<file path="src/rtl/cursor_pkg.sv">
package cursor_pkg;

    localparam int unsigned SEG_W     = 2;
    localparam int unsigned CFG_W     = 16;
    localparam int unsigned NUM_BANKS = 2;
    localparam int unsigned NUM_LANES = 2;
    localparam int unsigned LANE_RD   = 0;
    localparam int unsigned LANE_WR   = 1;

    localparam int unsigned WR_START_LSB = 13;
    localparam int unsigned WR_STOP_LSB  = 11;
    localparam int unsigned WR_CUR_LSB   = 8;
    localparam int unsigned RD_STOP_LSB  = 6;
    localparam int unsigned RD_START_LSB = 3;
    localparam int unsigned RD_CUR_LSB   = 0;

    localparam logic [SEG_W-1:0] SEG_LAST = {SEG_W{1'b1}};

    typedef struct packed {
        logic [SEG_W-1:0] start;
        logic [SEG_W-1:0] stop;
        logic [SEG_W-1:0] cur;
    } lane_t;

    localparam lane_t LANE_RESET = '{start: '0, stop: SEG_LAST, cur: '0};

    function automatic lane_t unpack_lane(input logic [CFG_W-1:0] w, input int unsigned lane);
        lane_t l;
        if (lane == LANE_WR) begin
            l.start = w[WR_START_LSB +: SEG_W];
            l.stop  = w[WR_STOP_LSB  +: SEG_W];
            l.cur   = w[WR_CUR_LSB   +: SEG_W];
        end else begin
            l.start = w[RD_START_LSB +: SEG_W];
            l.stop  = w[RD_STOP_LSB  +: SEG_W];
            l.cur   = w[RD_CUR_LSB   +: SEG_W];
        end
        return l;
    endfunction

    function automatic logic [CFG_W-1:0] pack_word(input lane_t rd, input lane_t wr);
        logic [CFG_W-1:0] w;
        w = '0;
        w[WR_START_LSB +: SEG_W] = wr.start;
        w[WR_STOP_LSB  +: SEG_W] = wr.stop;
        w[WR_CUR_LSB   +: SEG_W] = wr.cur;
        w[RD_STOP_LSB  +: SEG_W] = rd.stop;
        w[RD_START_LSB +: SEG_W] = rd.start;
        w[RD_CUR_LSB   +: SEG_W] = rd.cur;
        return w;
    endfunction

    localparam logic [CFG_W-1:0] RB_MASK = pack_word('1, '1);

endpackage

</file>
<file path="src/rtl/cursor_lane.sv">
module cursor_lane
    import cursor_pkg::*;
(
    input  logic  clk,
    input  logic  rst_n,
    input  logic  load,
    input  lane_t load_val,
    input  logic  restart,
    input  logic  step,
    output lane_t state_o
);

    typedef enum logic [2:0] {
        ACT_HOLD,
        ACT_LOAD,
        ACT_RESTART,
        ACT_JUMP,
        ACT_INC
    } act_e;

    act_e  act;
    lane_t st_q;
    lane_t st_d;

    // Decide this cycle's move; priority LOAD > RESTART > strobe.
    always_comb begin
        if (load)
            act = ACT_LOAD;
        else if (restart)
            act = ACT_RESTART;
        else if (step)
            act = (st_q.cur == st_q.stop) ? ACT_JUMP : ACT_INC;
        else
            act = ACT_HOLD;
    end

    always_comb begin
        st_d = st_q;
        unique case (act)
            ACT_HOLD:    st_d = st_q;
            ACT_LOAD:    st_d = load_val;
            ACT_RESTART: st_d.cur = st_q.start;
            ACT_JUMP:    st_d.cur = st_q.start;
            ACT_INC:     st_d.cur = st_q.cur + SEG_W'(1);
            default:     st_d = st_q;
        endcase
    end

    always_ff @(posedge clk or negedge rst_n) begin
        if (!rst_n)
            st_q <= LANE_RESET;
        else
            st_q <= st_d;
    end

    assign state_o = st_q;

endmodule

</file>
<file path="src/rtl/cursor_bank.sv">
module cursor_bank
    import cursor_pkg::*;
(
    input  logic             clk,
    input  logic             rst_n,
    input  logic             active,
    input  logic             cfg_we,
    input  logic [CFG_W-1:0] cfg_wdata,
    input  logic             restart,
    input  logic             rd_step,
    input  logic             wr_step,
    output logic [CFG_W-1:0] word_o,
    output logic [SEG_W-1:0] rd_cur,
    output logic [SEG_W-1:0] wr_cur
);

    lane_t lane_st [NUM_LANES];
    logic  lane_step [NUM_LANES];

    assign lane_step[LANE_RD] = active & rd_step;
    assign lane_step[LANE_WR] = active & wr_step;

    for (genvar li = 0; li < NUM_LANES; li++) begin : g_lane
        cursor_lane u_lane (
            .clk      (clk),
            .rst_n    (rst_n),
            .load     (active & cfg_we),
            .load_val (unpack_lane(cfg_wdata, li)),
            .restart  (active & restart),
            .step     (lane_step[li]),
            .state_o  (lane_st[li])
        );
    end

    assign word_o = pack_word(lane_st[LANE_RD], lane_st[LANE_WR]);
    assign rd_cur = lane_st[LANE_RD].cur;
    assign wr_cur = lane_st[LANE_WR].cur;

endmodule

</file>
<file path="src/rtl/slice_cursor_pair.sv">
module slice_cursor_pair
    import cursor_pkg::*;
(
    input  logic        clk,
    input  logic        rst_n,
    input  logic        bank_sel,
    input  logic        cfg_we,
    input  logic [15:0] cfg_wdata,
    output logic [15:0] cfg_rdata,
    input  logic        restart,
    input  logic        rd_step,
    input  logic        wr_step,
    output logic [1:0]  rd_seg,
    output logic [1:0]  wr_seg
);

    logic [CFG_W-1:0] bank_word [NUM_BANKS];
    logic [SEG_W-1:0] bank_rd   [NUM_BANKS];
    logic [SEG_W-1:0] bank_wr   [NUM_BANKS];

    for (genvar bi = 0; bi < NUM_BANKS; bi++) begin : g_bank
        cursor_bank u_bank (
            .clk       (clk),
            .rst_n     (rst_n),
            .active    (bank_sel == bi[0]),
            .cfg_we    (cfg_we),
            .cfg_wdata (cfg_wdata),
            .restart   (restart),
            .rd_step   (rd_step),
            .wr_step   (wr_step),
            .word_o    (bank_word[bi]),
            .rd_cur    (bank_rd[bi]),
            .wr_cur    (bank_wr[bi])
        );
    end

    assign cfg_rdata = bank_word[bank_sel];
    assign rd_seg    = bank_rd[bank_sel];
    assign wr_seg    = bank_wr[bank_sel];

endmodule

</file>
<file path="config.mk">
export PLATFORM = sky130hd
export DESIGN_NAME = slice_cursor_pair
export DESIGN_NICKNAME = d
export VERILOG_FILES = /design/src/rtl/cursor_pkg.sv /design/src/rtl/cursor_lane.sv /design/src/rtl/cursor_bank.sv /design/src/rtl/slice_cursor_pair.sv
export SDC_FILE = /design/constraint.sdc
export NUM_CORES = 1
export LEC_CHECK = 0
export ABC_AREA = 1
export BUFFER_PORTS_ARGS = -buffer_cell sky130_fd_sc_hd__buf_2
export CORE_UTILIZATION = 55
export CTS_BUF_LIST = sky130_fd_sc_hd__clkbuf_4
export DETAILED_ROUTE_END_ITERATION = 8
export GPL_TIMING_DRIVEN = 0
export PLACE_DENSITY = 0.83
export SLEW_MARGIN = 20
export SYNTH_ARGS = -nofsm -noshare
export SYNTH_HDL_FRONTEND = slang
export SYNTH_SLANG_ARGS = --single-unit
export TNS_END_PERCENT = 50
</file>
<file path="constraint.sdc">
create_clock -name clk -period 2 [get_ports clk]
set_input_delay 0.3 -clock clk [delete_from_list [all_inputs] [get_ports clk]]
set_output_delay 0.3 -clock clk [all_outputs]
set_load 0.03 [all_outputs]
</file>
## Word-level counts from Yosys, hierarchy flattened

Index checks and enable logic that the tools add are counted.

- Bits in registers: 24
- Word-level logic and storage cells: 84

- $add $sub $neg: 4
- Magnitude comparators: 1
- Equal/unequal tests: 20
- Multiplexer cells: 29
- Bitwise gates (word level): 10
- Reductions and logical operators: 8

Operators with widths:

| kind | count |
|---|---|
| 3-bit 2-to-1 mux | 16 |
| 16-bit 2-to-1 mux | 2 |
| 3-bit by 2-bit == test with 1-bit output, second input constant | 8 |
| 2-bit one-hot mux with 3 select lines | 4 |
| 15-bit 2-to-1 mux | 1 |
| 3-bit by 1-bit == test with 1-bit output, second input constant | 4 |
| 3-bit == test, second input constant | 4 |
| 2-bit 2-to-1 mux | 6 |
| 3-bit nonzero test | 4 |
| 2-bit by 1-bit adder with 2-bit output, second input constant | 4 |
| 1-bit AND | 8 |
| 2-bit == test | 4 |
| 2-bit OR reduction | 4 |
| 2-bit >= comparator, second input constant | 1 |
| 1-bit inverter with 2-bit output | 1 |
| 1-bit inverter | 1 |

## Longest topological paths before layout

Gate-level depths: netlist of the first run.

- Depth after elaboration: 8
- Gate-level depth with buffers: 10
- Gate-level depth less buffers: 10

## By module

A second synthesis of the first run with hierarchy kept.

- Cells, all modules: 323
- Area total of the unflattened synthesis: 2205.9 um2

By module, submodules not included:

| module | instances | cells an instance | area an instance (um2) |
|---|---|---|---|
| cursor_lane | 4 | 56 | 386.6 |
| slice_cursor_pair | 1 | 65 | 471.7 |
| cursor_bank | 2 | 17 | 93.8 |

## Least setup slack after synthesis of the first run

No wires, ideal clock.

- Path type: input-to-output
- Start point: in bank_sel
- End point: out rd_seg[0]
- Arrival: 1.672 ns
- Data required time: 1.700 ns
- Setup slack: 0.028 ns
- Stages: 4
- Buffers on the path: 3
- Cells stage by stage: buf_4 > clkbuf_1 > o21ai_0 > buf_4

- Longest elaborated chain between the ends: 4

Ends and longest elaborated chain:

| what | line | source |
|---|---|---|
| start, declared | slice_cursor_pair.sv:6 | `input logic bank_sel,` |
| 1-bit inverter with 2-bit output (not written as such) | slice_cursor_pair.sv:38 | `assign rd_seg = bank_rd[bank_sel];` |
| 2-bit 2-to-1 mux (not written as such) (3 in series) | slice_cursor_pair.sv:38 |  |
| end, declared | slice_cursor_pair.sv:13 | `output logic [1:0] rd_seg,` |

Every way passes these cells. The select of a mux whose other input is x is not followed.

## Worst setup path after layout of the first run

Ends and elaborated chain as after synthesis.

==> qor.json, run 1 <==
{
  "run_status": {"value": "finished, final reports clean"},
  "power_density": {"value": 719, "unit": "mW/mm2"},
  "grt_antenna_before_repair": {"value": 0},
  "report.final.slew_viol_count": {"value": 0},
  "cts-root-to-sink-buffers": {"value": 2},
  "fin_cells": {"value": 324},
  "synth_area": {"value": 0.00161, "unit": "mm2"},
  "synth_sequential_area_ratio": {"value": 37.8, "unit": "%"},
  "ys_top_cells_by_area": {"value": "dfrtp_1 25%, nand2_1 20%, dfstp_2 13%"},
  "place_inst": {"value": 319},
  "htreeDepth": {"value": 1},
  "critical_path_fanout_max": {"value": 10},
  "grt_start_max_net_pins": {"value": 25},
  "layout-drive-gt1-share": {"value": 20.5, "unit": "%"},
  "criticalPathCategory": {"value": "input pin to output port"},
  "maxCapViolCount": {"value": 0},
  "post-cts-setup-buffers": {"value": 0},
  "antenna_violating_nets_post_route": {"value": 0},
  "max_slew_margin_vs_limit": {"value": 65.4, "unit": "%"},
  "design.core.area": {"value": 0.00276, "unit": "mm2"},
  "yosysTopAreaCell": {"value": "dfrtp_1"},
  "dieWidth": {"value": 56.2, "unit": "um"},
  "synth_cell_type_count": {"value": 20},
  "reg2reg_depth": {"value": 8},
  "sw_frac_of_total": {"value": 39.6, "unit": "%"},
  "timing.critical_path.required": {"value": 1.70, "unit": "ns"},
  "design.die.area": {"value": 0.00316, "unit": "mm2"},
  "place_hpwl": {"value": 2.80, "unit": "mm"},
  "net-switching-power": {"value": 533, "unit": "uW"},
  "ys_dominant_reg_cell": {"value": "dfrtp_1"},
  "worst-r2r-setup-slack": {"value": 0.77, "unit": "ns"},
  "diodes": {"value": 0},
  "via_per_inst": {"value": 4.99},
  "skew": {"value": 0.00473, "unit": "ns"},
  "async_reset_ff_share": {"value": 100, "unit": "%"},
  "slowest_delay": {"value": 0.41, "unit": "ns"},
  "clk_pin_slew": {"value": 0.13, "unit": "ns"},
  "global_route.overflow_total": {"value": 0},
  "gp_congestion": {"value": 0.880},
  "worst_hold_path.num_cells": {"value": 3},
  "num_rows": {"value": 19},
  "syn-mean-instance-area": {"value": 6.43, "unit": "um2"},
  "clock_tree.root_cell": {"value": "clkbuf_4"},
  "global_route_usage_over_all_layers": {"value": 24.2, "unit": "%"},
  "final.setup.tns": {"value": 0, "unit": "ns"},
  "multiInputGateArea": {"value": 769, "unit": "um2"},
  "flop_and_latch_count_out_of_synthesis": {"value": 24},
  "hold_buffer_count_at_cts": {"value": 1},
  "max_ffs_per_register": {"value": 24},
  "final_min_period_over_clock_period": {"value": 91.3, "unit": "%"},
  "via_count_of_the_first_global_routing_pass": {"value": 1352},
  "worst_path_max_delay_cell": {"value": "clkbuf_1"},
  "fmax": {"value": 548, "unit": "MHz"},
  "combPwrFrac": {"value": 36.7, "unit": "%"},
  "grt_pass1_wl": {"value": 5.98, "unit": "mm"},
  "detail_route.wl_per_cell": {"value": 11.0, "unit": "um"},
  "boundaryPins": {"value": 43},
  "syn_inst_count": {"value": 251},
  "yosys.area.top_type_share": {"value": 24.8, "unit": "%"},
  "ir_worst_vdd": {"value": 0.000525, "unit": "V"},
  "port_buffers": {"value": 34},
  "clock_latency_on_the_worst_skew_pair": {"value": 0.31, "unit": "ns"},
  "worst_setup_path_end_kind": {"value": "output port"},
  "finalHoldViolations": {"value": 0},
  "route.detailed.drc": {"value": 0},
  "cp_cell_sequence": {"value": "buf_2, buf_4, clkbuf_1, nand2_1, o21ai_0, buf_4, buf_2"},
  "drt_first_pass_iters": {"value": 4},
  "tritoncts_num_sinks": {"value": 24},
  "dieHeight": {"value": 56.2, "unit": "um"},
  "cellLeakagePower": {"value": 1.08, "unit": "nW"},
  "clock_tree_from_tritoncts": {"value": "yes"},
  "number_of_enable_flip_flop_cells_after_synthesis": {"value": 0},
  "cp_data_arrival_time": {"value": 1.53, "unit": "ns"},
  "yosys-top-cells-count": {"value": "86 x nand2_1, 39 x inv_1, 31 x o21ai_0"},
  "clock_power_share": {"value": 15.5, "unit": "%"},
  "rsz0062_at_grt": {"value": "false"},
  "area_growth": {"value": 15.9, "unit": "%"},
  "initialDrtViolationCount": {"value": 118},
  "worstSetupStartpointType": {"value": "input pin"},
  "synth_most_common_cell": {"value": "nand2_1"},
  "cts_repair_resize_count": {"value": 0},
  "via_count_of_the_routed_design": {"value": 1618},
  "design.final.nets": {"value": 317},
  "totalWireLength": {"value": 3.58, "unit": "mm"},
  "cellInternalPower": {"value": 812, "unit": "uW"},
  "sequential_cell_area": {"value": 611, "unit": "um2"},
  "warning_count_from_the_yosys_run": {"value": 0},
  "timing.hold.worst.class": {"value": "input pin to flop"},
  "worst-slew-pin-transition": {"value": 0.519, "unit": "ns"},
  "clock_period_minus_worst_slack": {"value": 1.83, "unit": "ns"},
  "setup_violations": {"value": 0},
  "cts_bufs_inserted": {"value": 3},
  "seq_power_share": {"value": 47.8, "unit": "%"},
  "initial_utilization": {"value": 58.5, "unit": "%"},
  "fill_cells": {"value": 273}
}
logic make-up after synthesis:
kind of cell	Yosys count	share of synthesized area, %
AND/OR/NAND/NOR	127	31.9
AO/OA/AOI/OAI	39	12.7
other	1	0.232
flip-flops	24	37.8
XOR/XNOR	4	2.17
buffers and inverters	56	15.2
power by group through the flow:
stage | clock, mW | sequential, mW | combinational, mW
2_1_floorplan | 0 | 0.627 | 0.372
3_3_place_gp | 0 | 0.647 | 0.485
3_5_place_dp | 0 | 0.651 | 0.492
4_1_cts | 0.220 | 0.642 | 0.496
5_1_grt | 0.234 | 0.652 | 0.553
6_report | 0.209 | 0.642 | 0.493
metal layers:
layer / vias up / routed length [um] / share of wire (%) / global-route usage, %
li1: 851 / - / - / -
met1: 715 / 1680 / 47 / 35.2
met2: 48 / 1650 / 46 / 38.9
met3: 4 / 214 / 6.0 / 3.26
met4: 0 / 29 / 0.81 / 5.23
met5: - / 0 / 0 / 0
layout by cell type (no fill, tap or decap):
| cell | instances |
|---|---|
| a21oi_1 | 2 |
| buf_2 | 35 |
| buf_4 | 9 |
| clkbuf_1 | 5 |
| clkbuf_4 | 3 |
| clkinv_1 | 1 |
| conb_1 | 4 |
| dfrtp_1 | 16 |
| dfstp_2 | 8 |
| dlygate4sd3_1 | 1 |
| inv_1 | 39 |
| inv_2 | 2 |
| nand2_1 | 86 |
| nand2_2 | 2 |
| nand3_1 | 20 |
| nand4_1 | 2 |
| nor2_1 | 16 |
| nor2_2 | 1 |
| o211ai_1 | 3 |
| o21ai_0 | 31 |
| o21ai_1 | 2 |
| o31ai_1 | 1 |
| xor2_1 | 4 |
worst paths after layout:
kind | end | from
hold / removal | g_bank[0].u_bank.g_lane[0].u_lane.state_o[2] | cfg_wdata[6]
max in group asynchronous | g_bank[0].u_bank.g_lane[1].u_lane.state_o[3] | rst_n
min in group asynchronous | g_bank[1].u_bank.g_lane[0].u_lane.state_o[1] | rst_n
setup reg to reg | g_bank[0].u_bank.g_lane[0].u_lane.state_o[0] | g_bank[0].u_bank.g_lane[0].u_lane.state_o[2]
setup / recovery | rd_seg[0] | bank_sel
hold reg to reg | g_bank[0].u_bank.g_lane[0].u_lane.state_o[5] | g_bank[0].u_bank.g_lane[0].u_lane.state_o[5]
per-stage QoR:
stage / hold slack [ns] / utilization [%] / setup WS (ns) / cell area [um2] / total power, mW
5_1_grt: 0.204 / 67.8 / 0.0633 / 1870 / 1.44
6_report: 0.205 / 67.8 / 0.175 / 1870 / 1.34
3_5_place_dp: 0.308 / 66.5 / 0.185 / 1830 / 1.14
2_1_floorplan: 0.00441 / - / 0.0276 / 1630 / 0.999
4_1_cts: 0.197 / 67.8 / 0.180 / 1870 / 1.36
3_3_place_gp: 0.306 / 66.5 / 0.183 / 1830 / 1.13
layout make-up:
| cell class | instances | share of cell area, % |
|---|---|---|
| multi-input cells | 174 | 41.1 |
| flip-flops and latches | 24 | 32.6 |
| repair buffers | 35 | 9.63 |
| inverters | 41 | 8.23 |
| plain buffers | 15 | 4.88 |
| well taps | 31 | 2.07 |
| clock buffers | 3 | 1.20 |
| clock inverters | 1 | 0.201 |
worst max-delay path, delay by kind of cell:
family / cells / cell delay (ns)
buffers and inverters: 5 / 1.03
and+or+nand+nor: 1 / 0.09
AOI/OAI and AO/OA: 1 / 0.11
Power figures use the tool's default switching activity.
==> inputs of run 2 (changes only) <==
--- a/config.mk
+++ b/config.mk
@@ -5,13 +5,13 @@
 export SDC_FILE = /design/constraint.sdc
 export NUM_CORES = 1
 export LEC_CHECK = 0
-export ABC_AREA = 1
 export BUFFER_PORTS_ARGS = -buffer_cell sky130_fd_sc_hd__buf_2
 export CORE_UTILIZATION = 55
 export CTS_BUF_LIST = sky130_fd_sc_hd__clkbuf_4
 export DETAILED_ROUTE_END_ITERATION = 8
 export GPL_TIMING_DRIVEN = 0
-export PLACE_DENSITY = 0.83
+export PLACE_DENSITY = 0.82
+export REMOVE_ABC_BUFFERS = 1
 export SLEW_MARGIN = 20
 export SYNTH_ARGS = -nofsm -noshare
 export SYNTH_HDL_FRONTEND = slang
==> run 2 against run 1 <==
- the flow now finishes with violations (design-rule violations)
- clock skew rose by 0.0087 ns
- register-to-register slack got worse by 0.41 ns
- cell area rose by 1.0%
- global-route usage barely moved
- first-iteration DRC count fell by 65%
- sequential cell count did not move
- via count fell by 8.6%
- cell count fell by 27%
- sequential power rose by 12%
- wire length rose by 4.6%
- utilization fell by 1.0 points
- worst setup slack improved by 0.14 ns
- critical path type is now flop to output port
- largest cell class unchanged
- highest routed layer unchanged
==> qor.json, run 2 <==
{
  "run_status": {"value": "complete, but fails checks"},
  "violated_checks": {"value": "design-rule violations"},
  "initialDrtViolationCount": {"value": 41},
  "antenna_violating_nets_post_route": {"value": 0},
  "place_inst": {"value": 230},
  "most-common-layout-cells": {"value": "34 x buf_2, 25 x mux2_2, 16 x dfrtp_1"},
  "syn_inst_count": {"value": 177},
  "via_per_inst": {"value": 6.29},
  "fin_cells": {"value": 235},
  "detail_route.wl_per_cell": {"value": 15.9, "unit": "um"},
  "synth_most_common_cell": {"value": "mux2_2"},
  "via_count_of_the_routed_design": {"value": 1479},
  "clock_tree.root_cell": {"value": "clkbuf_4"},
  "ys_top_cells_by_area": {"value": "dfrtp_1 24%, mux2_2 17%, dfstp_2 12%"},
  "place_hpwl": {"value": 2.77, "unit": "mm"},
  "design.core.area": {"value": 0.00283, "unit": "mm2"},
  "number_of_enable_flip_flop_cells_after_synthesis": {"value": 0},
  "synth_sequential_area_ratio": {"value": 36.0, "unit": "%"},
  "via_count_of_the_first_global_routing_pass": {"value": 1387},
  "global_route.overflow_total": {"value": 0},
  "ys_dominant_reg_cell": {"value": "dfrtp_1"},
  "fmax": {"value": 593, "unit": "MHz"},
  "global_route_usage_over_all_layers": {"value": 24.2, "unit": "%"},
  "design.die.area": {"value": 0.00331, "unit": "mm2"},
  "route.detailed.drc": {"value": 2},
  "yosys.area.top_type_share": {"value": 23.6, "unit": "%"},
  "synth_area": {"value": 0.00170, "unit": "mm2"},
  "power_density": {"value": 890, "unit": "mW/mm2"},
  "area_growth": {"value": 11.4, "unit": "%"},
  "maxCapViolCount": {"value": 0},
  "multiInputGateArea": {"value": 985, "unit": "um2"},
  "tritoncts_num_sinks": {"value": 24},
  "flop_and_latch_count_out_of_synthesis": {"value": 24},
  "clock_period_minus_worst_slack": {"value": 1.69, "unit": "ns"},
  "worst-slew-pin-transition": {"value": 0.752, "unit": "ns"},
  "report.final.slew_viol_count": {"value": 0},
  "layout.cells.most_common": {"value": "buf_2"},
  "clk_pin_slew": {"value": 0.15, "unit": "ns"},
  "setup_violations": {"value": 0},
  "max_ffs_per_register": {"value": 24},
  "totalWireLength": {"value": 3.74, "unit": "mm"},
  "cp_data_arrival_time": {"value": 1.39, "unit": "ns"},
  "diodes": {"value": 0},
  "drt_first_pass_iters": {"value": 8},
  "boundaryPins": {"value": 43},
  "timing.critical_path.required": {"value": 1.70, "unit": "ns"},
  "dieHeight": {"value": 57.5, "unit": "um"},
  "cellLeakagePower": {"value": 0.797, "unit": "nW"},
  "yosys-top-cells-count": {"value": "25 x mux2_2, 16 x dfrtp_1, 12 x nor2_1"},
  "clock_latency_on_the_worst_skew_pair": {"value": 0.32, "unit": "ns"},
  "dieWidth": {"value": 57.5, "unit": "um"},
  "design_power_total": {"value": 1.68, "unit": "mW"},
  "cp_top_family": {"value": "flip-flops"},
  "worst_setup_path_end_kind": {"value": "output port"},
  "grt_antenna_before_repair": {"value": 0},
  "cts-root-to-sink-buffers": {"value": 2},
  "worst_path_max_delay_cell": {"value": "dfrtp_1"},
  "crit_buf_inv": {"value": 2},
  "gp_congestion": {"value": 0.868},
  "layout-drive-gt1-share": {"value": 37.3, "unit": "%"},
  "clock_tree_from_tritoncts": {"value": "yes"},
  "post-cts-setup-buffers": {"value": 0},
  "ir_worst_vdd": {"value": 0.000558, "unit": "V"},
  "cts_bufs_inserted": {"value": 3},
  "criticalPathCategory": {"value": "flop to output port"},
  "skew": {"value": 0.0134, "unit": "ns"},
  "synth_cell_type_count": {"value": 49},
  "slowest_delay": {"value": 0.50, "unit": "ns"},
  "finalHoldViolations": {"value": 0},
  "critical_path_fanout_max": {"value": 7},
  "warning_count_from_the_yosys_run": {"value": 0},
  "hold_buffer_count_at_cts": {"value": 1},
  "cts_repair_resize_count": {"value": 0},
  "design.final.nets": {"value": 228},
  "num_rows": {"value": 19},
  "fill_cells": {"value": 220},
  "final_min_period_over_clock_period": {"value": 84.3, "unit": "%"},
  "syn-mean-instance-area": {"value": 9.58, "unit": "um2"},
  "rsz0062_at_grt": {"value": "false"},
  "yosysTopAreaCell": {"value": "dfrtp_1"},
  "max_slew_margin_vs_limit": {"value": 49.8, "unit": "%"},
  "timing.hold.worst.class": {"value": "input pin to flop"},
  "htreeDepth": {"value": 1},
  "initial_utilization": {"value": 59.9, "unit": "%"},
  "cp_cell_sequence": {"value": "inv_1, o21ai_0, buf_2"},
  "async_reset_ff_share": {"value": 100, "unit": "%"},
  "grt_pass1_wl": {"value": 6.30, "unit": "mm"},
  "port_buffers": {"value": 34},
  "worstSetupStartpointType": {"value": "flop"},
  "sequential_cell_area": {"value": 611, "unit": "um2"},
  "grt_start_max_net_pins": {"value": 32}
}
run 2: cell types whose count changed after synthesis, moves of 4 or more:
cell,delta
nand2_1,-76
inv_1,-33
mux2_2,+25
o21ai_0,-22
nand3_1,-19
nor2b_1,+8
nand2b_1,+6
xnor2_1,+6
nor2_1,-4
nor3_1,+4
xor2_1,-4
run 2: cell type report:
class / count / area share, %
flip-flops and latches: 24 / 32.3
multi-input cells: 135 / 52.1
clock inverters: 1 / 1.59
repair buffers: 35 / 9.54
inverters: 6 / 1.19
well taps: 31 / 2.05
clock buffers: 3 / 1.19
run 2: kinds of logic after synthesis:
logic type	count (synthesis)	share of synthesized area [%]
mux	25	16.6
simple gates	57	18.7
flops	24	36.0
other cells	1	0.221
xor+xnor	6	3.10
compound gates	43	18.8
buf+inv	21	6.57
run 2: per-stage QoR:
stage          util (%)  setup TNS (ns)  worst slack (ns)  cell area [um2]  hold WS [ns]
6_report           66.8               0             0.314             1890         0.195
4_1_cts            66.8               0             0.320             1890         0.191
3_3_place_gp       64.6               0             0.203             1830         0.305
2_1_floorplan         -          -0.211            -0.106             1620       0.00441
5_1_grt            66.8               0             0.159             1890         0.211
3_5_place_dp       64.6               0             0.197             1830         0.318
run 2: final timing paths:
path | slack [ns] | end | startpoint | cells past startpoint
setup / recovery | 0.31 | wr_seg[0] | g_bank[0].u_bank.g_lane[1].u_lane.state_o[0] | 3
setup reg to reg | 0.36 | g_bank[0].u_bank.g_lane[1].u_lane.state_o[0] | g_bank[0].u_bank.g_lane[1].u_lane.state_o[3] | 4
hold reg to reg | 0.60 | g_bank[0].u_bank.g_lane[1].u_lane.state_o[4] | g_bank[0].u_bank.g_lane[1].u_lane.state_o[4] | 1
hold / removal | 0.19 | g_bank[0].u_bank.g_lane[0].u_lane.state_o[4] | cfg_wdata[3] | 3
max in group asynchronous | 1.14 | g_bank[1].u_bank.g_lane[1].u_lane.state_o[3] | rst_n | 2
min in group asynchronous | 0.48 | g_bank[1].u_bank.g_lane[1].u_lane.state_o[5] | rst_n | 2
run 2: worst min-delay path, cell delays in order:
cell     delay (ns)
buf_2          0.09
nand2_1        0.05
o21ai_0        0.06
run 2: power by group:
group | total, mW | switching (mW) | leakage (nW) | internal, mW
combinational | 0.606 | 0.340 | 0.495 | 0.266
sequential | 0.719 | 0.135 | 0.273 | 0.584
clock | 0.358 | 0.155 | 0.0279 | 0.203
total | 1.68 | 0.630 | 0.797 | 1.05
run 2: per-layer routing:
layer	GRT usage (%)	vias up	wire length [um]
met4	6.27	0	19
met2	40.5	62	1870
met1	33.2	721	1610
met3	3.17	2	244
li1	-	694	-
met5	0	-	0
==> inputs of run 3 (changes only) <==
--- a/config.mk
+++ b/config.mk
@@ -5,8 +5,9 @@
 export SDC_FILE = /design/constraint.sdc
 export NUM_CORES = 1
 export LEC_CHECK = 0
+export ABC_AREA = 1
 export BUFFER_PORTS_ARGS = -buffer_cell sky130_fd_sc_hd__buf_2
-export CORE_UTILIZATION = 55
+export CORE_UTILIZATION = 54
 export CTS_BUF_LIST = sky130_fd_sc_hd__clkbuf_4
 export DETAILED_ROUTE_END_ITERATION = 8
 export GPL_TIMING_DRIVEN = 0
==> constraint.sdc (replaced) <==
create_clock -name clk -period 1.7 [get_ports clk]
set_input_delay 0.255 -clock clk [delete_from_list [all_inputs] [get_ports clk]]
set_output_delay 0.255 -clock clk [all_outputs]
set_load 0.03 [all_outputs]
==> run 3 against run 2 <==
- non-clock buffer count unchanged
- via count increased by 6.6%
- highest routed layer unchanged
- the run now ends clean
- worst setup slack got worse by 0.17 ns
- cell count increased by 31%
- wire length decreased by 8.0%
- die area decreased by 2.9%
- first-iteration DRC count increased by 56%
- combinational power decreased by 9.4%
- clock skew decreased by 0.012 ns
- global-route usage decreased by 1.2 points
- power decreased by 7.3%
- cell area decreased by 5.5%
==> qor.json, run 3 (synthesis gave the netlist of run 1 again) <==
{
  "maxCapViolCount": {"value": 0},
  "dpl_worst_slack": {"value": -0.197, "unit": "ns"},
  "design.final.nets": {"value": 302},
  "finalHoldViolations": {"value": 0},
  "cp_cell_sequence": {"value": "inv_1, o21ai_0, buf_2"},
  "worst_setup_path_end_kind": {"value": "output port"},
  "layout_setup_ws": {"value": 0.148, "unit": "ns"},
  "cts-root-to-sink-buffers": {"value": 2},
  "report.final.slew_viol_count": {"value": 0},
  "route.met2.wl": {"value": 1.54, "unit": "mm"},
  "area_growth": {"value": 10.6, "unit": "%"},
  "sw_frac_of_total": {"value": 40.7, "unit": "%"},
  "timing.critical_path.required": {"value": 1.44, "unit": "ns"},
  "fmax": {"value": 644, "unit": "MHz"},
  "dieWidth": {"value": 56.7, "unit": "um"},
  "design.core.area": {"value": 0.00281, "unit": "mm2"},
  "clock_period_minus_worst_slack": {"value": 1.55, "unit": "ns"},
  "tritoncts_num_sinks": {"value": 24},
  "max_ffs_per_register": {"value": 24},
  "hold_path.startpoint": {"value": "cfg_wdata[7]"},
  "timing.rr.end": {"value": "g_bank[0].u_bank.g_lane[1].u_lane.state_o[1]"},
  "layout.core_utilization": {"value": 63.6, "unit": "%"},
  "seq_power_share": {"value": 48.4, "unit": "%"},
  "clk_pin_slew": {"value": 0.13, "unit": "ns"},
  "htreeDepth": {"value": 1},
  "routedLengthMet1": {"value": 1.72, "unit": "mm"},
  "cellInternalPower": {"value": 924, "unit": "uW"},
  "run_status": {"value": "finished, final reports clean"},
  "rr_startpoint": {"value": "g_bank[0].u_bank.g_lane[1].u_lane.state_o[2]"},
  "worst-slew-pin-transition": {"value": 0.526, "unit": "ns"},
  "clock_tree.root_cell": {"value": "clkbuf_4"},
  "clock_latency_on_the_worst_skew_pair": {"value": 0.31, "unit": "ns"},
  "via_count_of_the_routed_design": {"value": 1577},
  "design.die.area": {"value": 0.00321, "unit": "mm2"},
  "totalWireLength": {"value": 3.44, "unit": "mm"},
  "worstSetupStartpointType": {"value": "flop"},
  "drt_first_pass_iters": {"value": 4},
  "global_route_usage_over_all_layers": {"value": 23.0, "unit": "%"},
  "criticalPathCategory": {"value": "flop to output port"},
  "max_slew_margin_vs_limit": {"value": 64.9, "unit": "%"},
  "cp_top_family": {"value": "flip-flops"},
  "ir_worst_vdd": {"value": 0.000483, "unit": "V"},
  "place_hpwl": {"value": 2.52, "unit": "mm"},
  "clock_power_share": {"value": 16.4, "unit": "%"},
  "final_min_period_over_clock_period": {"value": 91.3, "unit": "%"},
  "grt_antenna_before_repair": {"value": 0},
  "reg2reg_depth": {"value": 9},
  "via_count_of_the_first_global_routing_pass": {"value": 1379},
  "boundaryPins": {"value": 43},
  "fin_cells": {"value": 308},
  "combPwrFrac": {"value": 35.2, "unit": "%"},
  "cp_data_arrival_time": {"value": 1.30, "unit": "ns"},
  "most-common-layout-cells": {"value": "86 x nand2_1, 39 x inv_1, 34 x buf_2"},
  "initialDrtViolationCount": {"value": 64},
  "layout.cells.most_common": {"value": "nand2_1"},
  "initial_utilization": {"value": 57.5, "unit": "%"},
  "clock_tree_from_tritoncts": {"value": "yes"},
  "port_buffers": {"value": 34},
  "placedInstanceArea": {"value": 0.00174, "unit": "mm2"},
  "dr.max_layer_used": {"value": "met4"},
  "worst_hold_path.num_cells": {"value": 3},
  "global_route.overflow_total": {"value": 0},
  "worst_path_max_delay_cell": {"value": "dfstp_2"},
  "setup_violations": {"value": 0},
  "grt_start_max_net_pins": {"value": 32},
  "slowest_delay": {"value": 0.57, "unit": "ns"},
  "gp_congestion": {"value": 0.831},
  "via_per_inst": {"value": 5.12},
  "timing.hold.worst.class": {"value": "input pin to flop"},
  "skew": {"value": 0.00102, "unit": "ns"},
  "place_inst": {"value": 304},
  "layout-drive-gt1-share": {"value": 18.1, "unit": "%"},
  "min_to": {"value": "g_bank[0].u_bank.g_lane[0].u_lane.state_o[3]"},
  "power_density": {"value": 873, "unit": "mW/mm2"},
  "cts_bufs_inserted": {"value": 3},
  "net-switching-power": {"value": 635, "unit": "uW"},
  "diodes": {"value": 0},
  "cellLeakagePower": {"value": 1.03, "unit": "nW"},
  "rsz0062_at_grt": {"value": "false"},
  "timing.hold.ws": {"value": 0.150, "unit": "ns"},
  "antenna_violating_nets_post_route": {"value": 0},
  "cell_area_after_layout": {"value": 0.00179, "unit": "mm2"},
  "detail_route.wl_per_cell": {"value": 11.2, "unit": "um"},
  "crit_buf_inv": {"value": 2},
  "route.detailed.drc": {"value": 0},
  "dieHeight": {"value": 56.7, "unit": "um"},
  "grt_pass1_wl": {"value": 5.80, "unit": "mm"},
  "worst-r2r-setup-slack": {"value": 0.46, "unit": "ns"},
  "met3_length": {"value": 137, "unit": "um"},
  "critical_path_fanout_max": {"value": 3},
  "num_rows": {"value": 19}
}
## run 3: changes by cell type in the layout (fill, tap and decap cells not counted), sizes merged, moves of 4 or more
cell / change
inv: +35
mux2: -25
nand2: +78
nand2b: -6
nand3: +19
nor2: +5
nor2b: -8
nor3: -4
o21ai: +24
xnor2: -6
xor2: +4
## run 3: worst max-delay path by stage
stage	cells past startpoint	startpoint	endpoint	slack [ns]
2_1_floorplan	2	g_bank[0].u_bank.g_lane[0].u_lane.state_o[0]	cfg_rdata[0]	-0.29
3_3_place_gp	11	bank_sel	g_bank[0].u_bank.g_lane[1].u_lane.state_o[0]	-0.16
3_5_place_dp	11	bank_sel	g_bank[0].u_bank.g_lane[1].u_lane.state_o[0]	-0.20
4_1_cts	11	bank_sel	g_bank[0].u_bank.g_lane[1].u_lane.state_o[0]	0.15
5_1_grt	3	g_bank[0].u_bank.g_lane[1].u_lane.state_o[3]	cfg_rdata[12]	0.08
6_report	3	g_bank[0].u_bank.g_lane[0].u_lane.state_o[2]	cfg_rdata[6]	0.15
## run 3: tightest hold or removal path: cells and delay by family
family,cells,cell delay (ns)
buf+inv,2,0.15
compound gates,1,0.08
## run 3: area by class of cell
class                   count  area (um2)
fillers                   279        1020
multi-input cells         174         779
well taps                  31        38.8
inverters                  41         154
repair buffers             35         180
clock buffers               3        22.5
flip-flops and latches     24         611
## run 3: timing repair
item,4_1_cts,5_1_grt
setup buffers,0,0
hold buffers,1,0
endpoints found under the hold margin,16,0
gates resized for setup,0,2
endpoints found under the setup margin,0,5
## run 3: through the flow
stage | total power [mW] | TNS (ns)
3_3_place_gp | 1.29 | -0.742
3_5_place_dp | 1.31 | -0.915
6_report | 1.56 | 0
2_1_floorplan | 1.13 | -2.25
4_1_cts | 1.55 | 0
5_1_grt | 1.67 | 0
## run 3: per-layer routing
metal / up-vias / GRT usage [%]
met5: - / 0
met2: 39 / 37.1
met1: 713 / 32.6
li1: 819 / -
met4: 0 / 7.14
met3: 6 / 2.30
## run 3: power groups by stage
stage	Clock (mW)	Combinational, mW	Sequential [mW]
floorplan	0	0.397	0.737
global route	0.280	0.618	0.767
detailed placement	0	0.543	0.763
global placement	0	0.531	0.759
CTS	0.256	0.546	0.752
finish	0.256	0.549	0.755
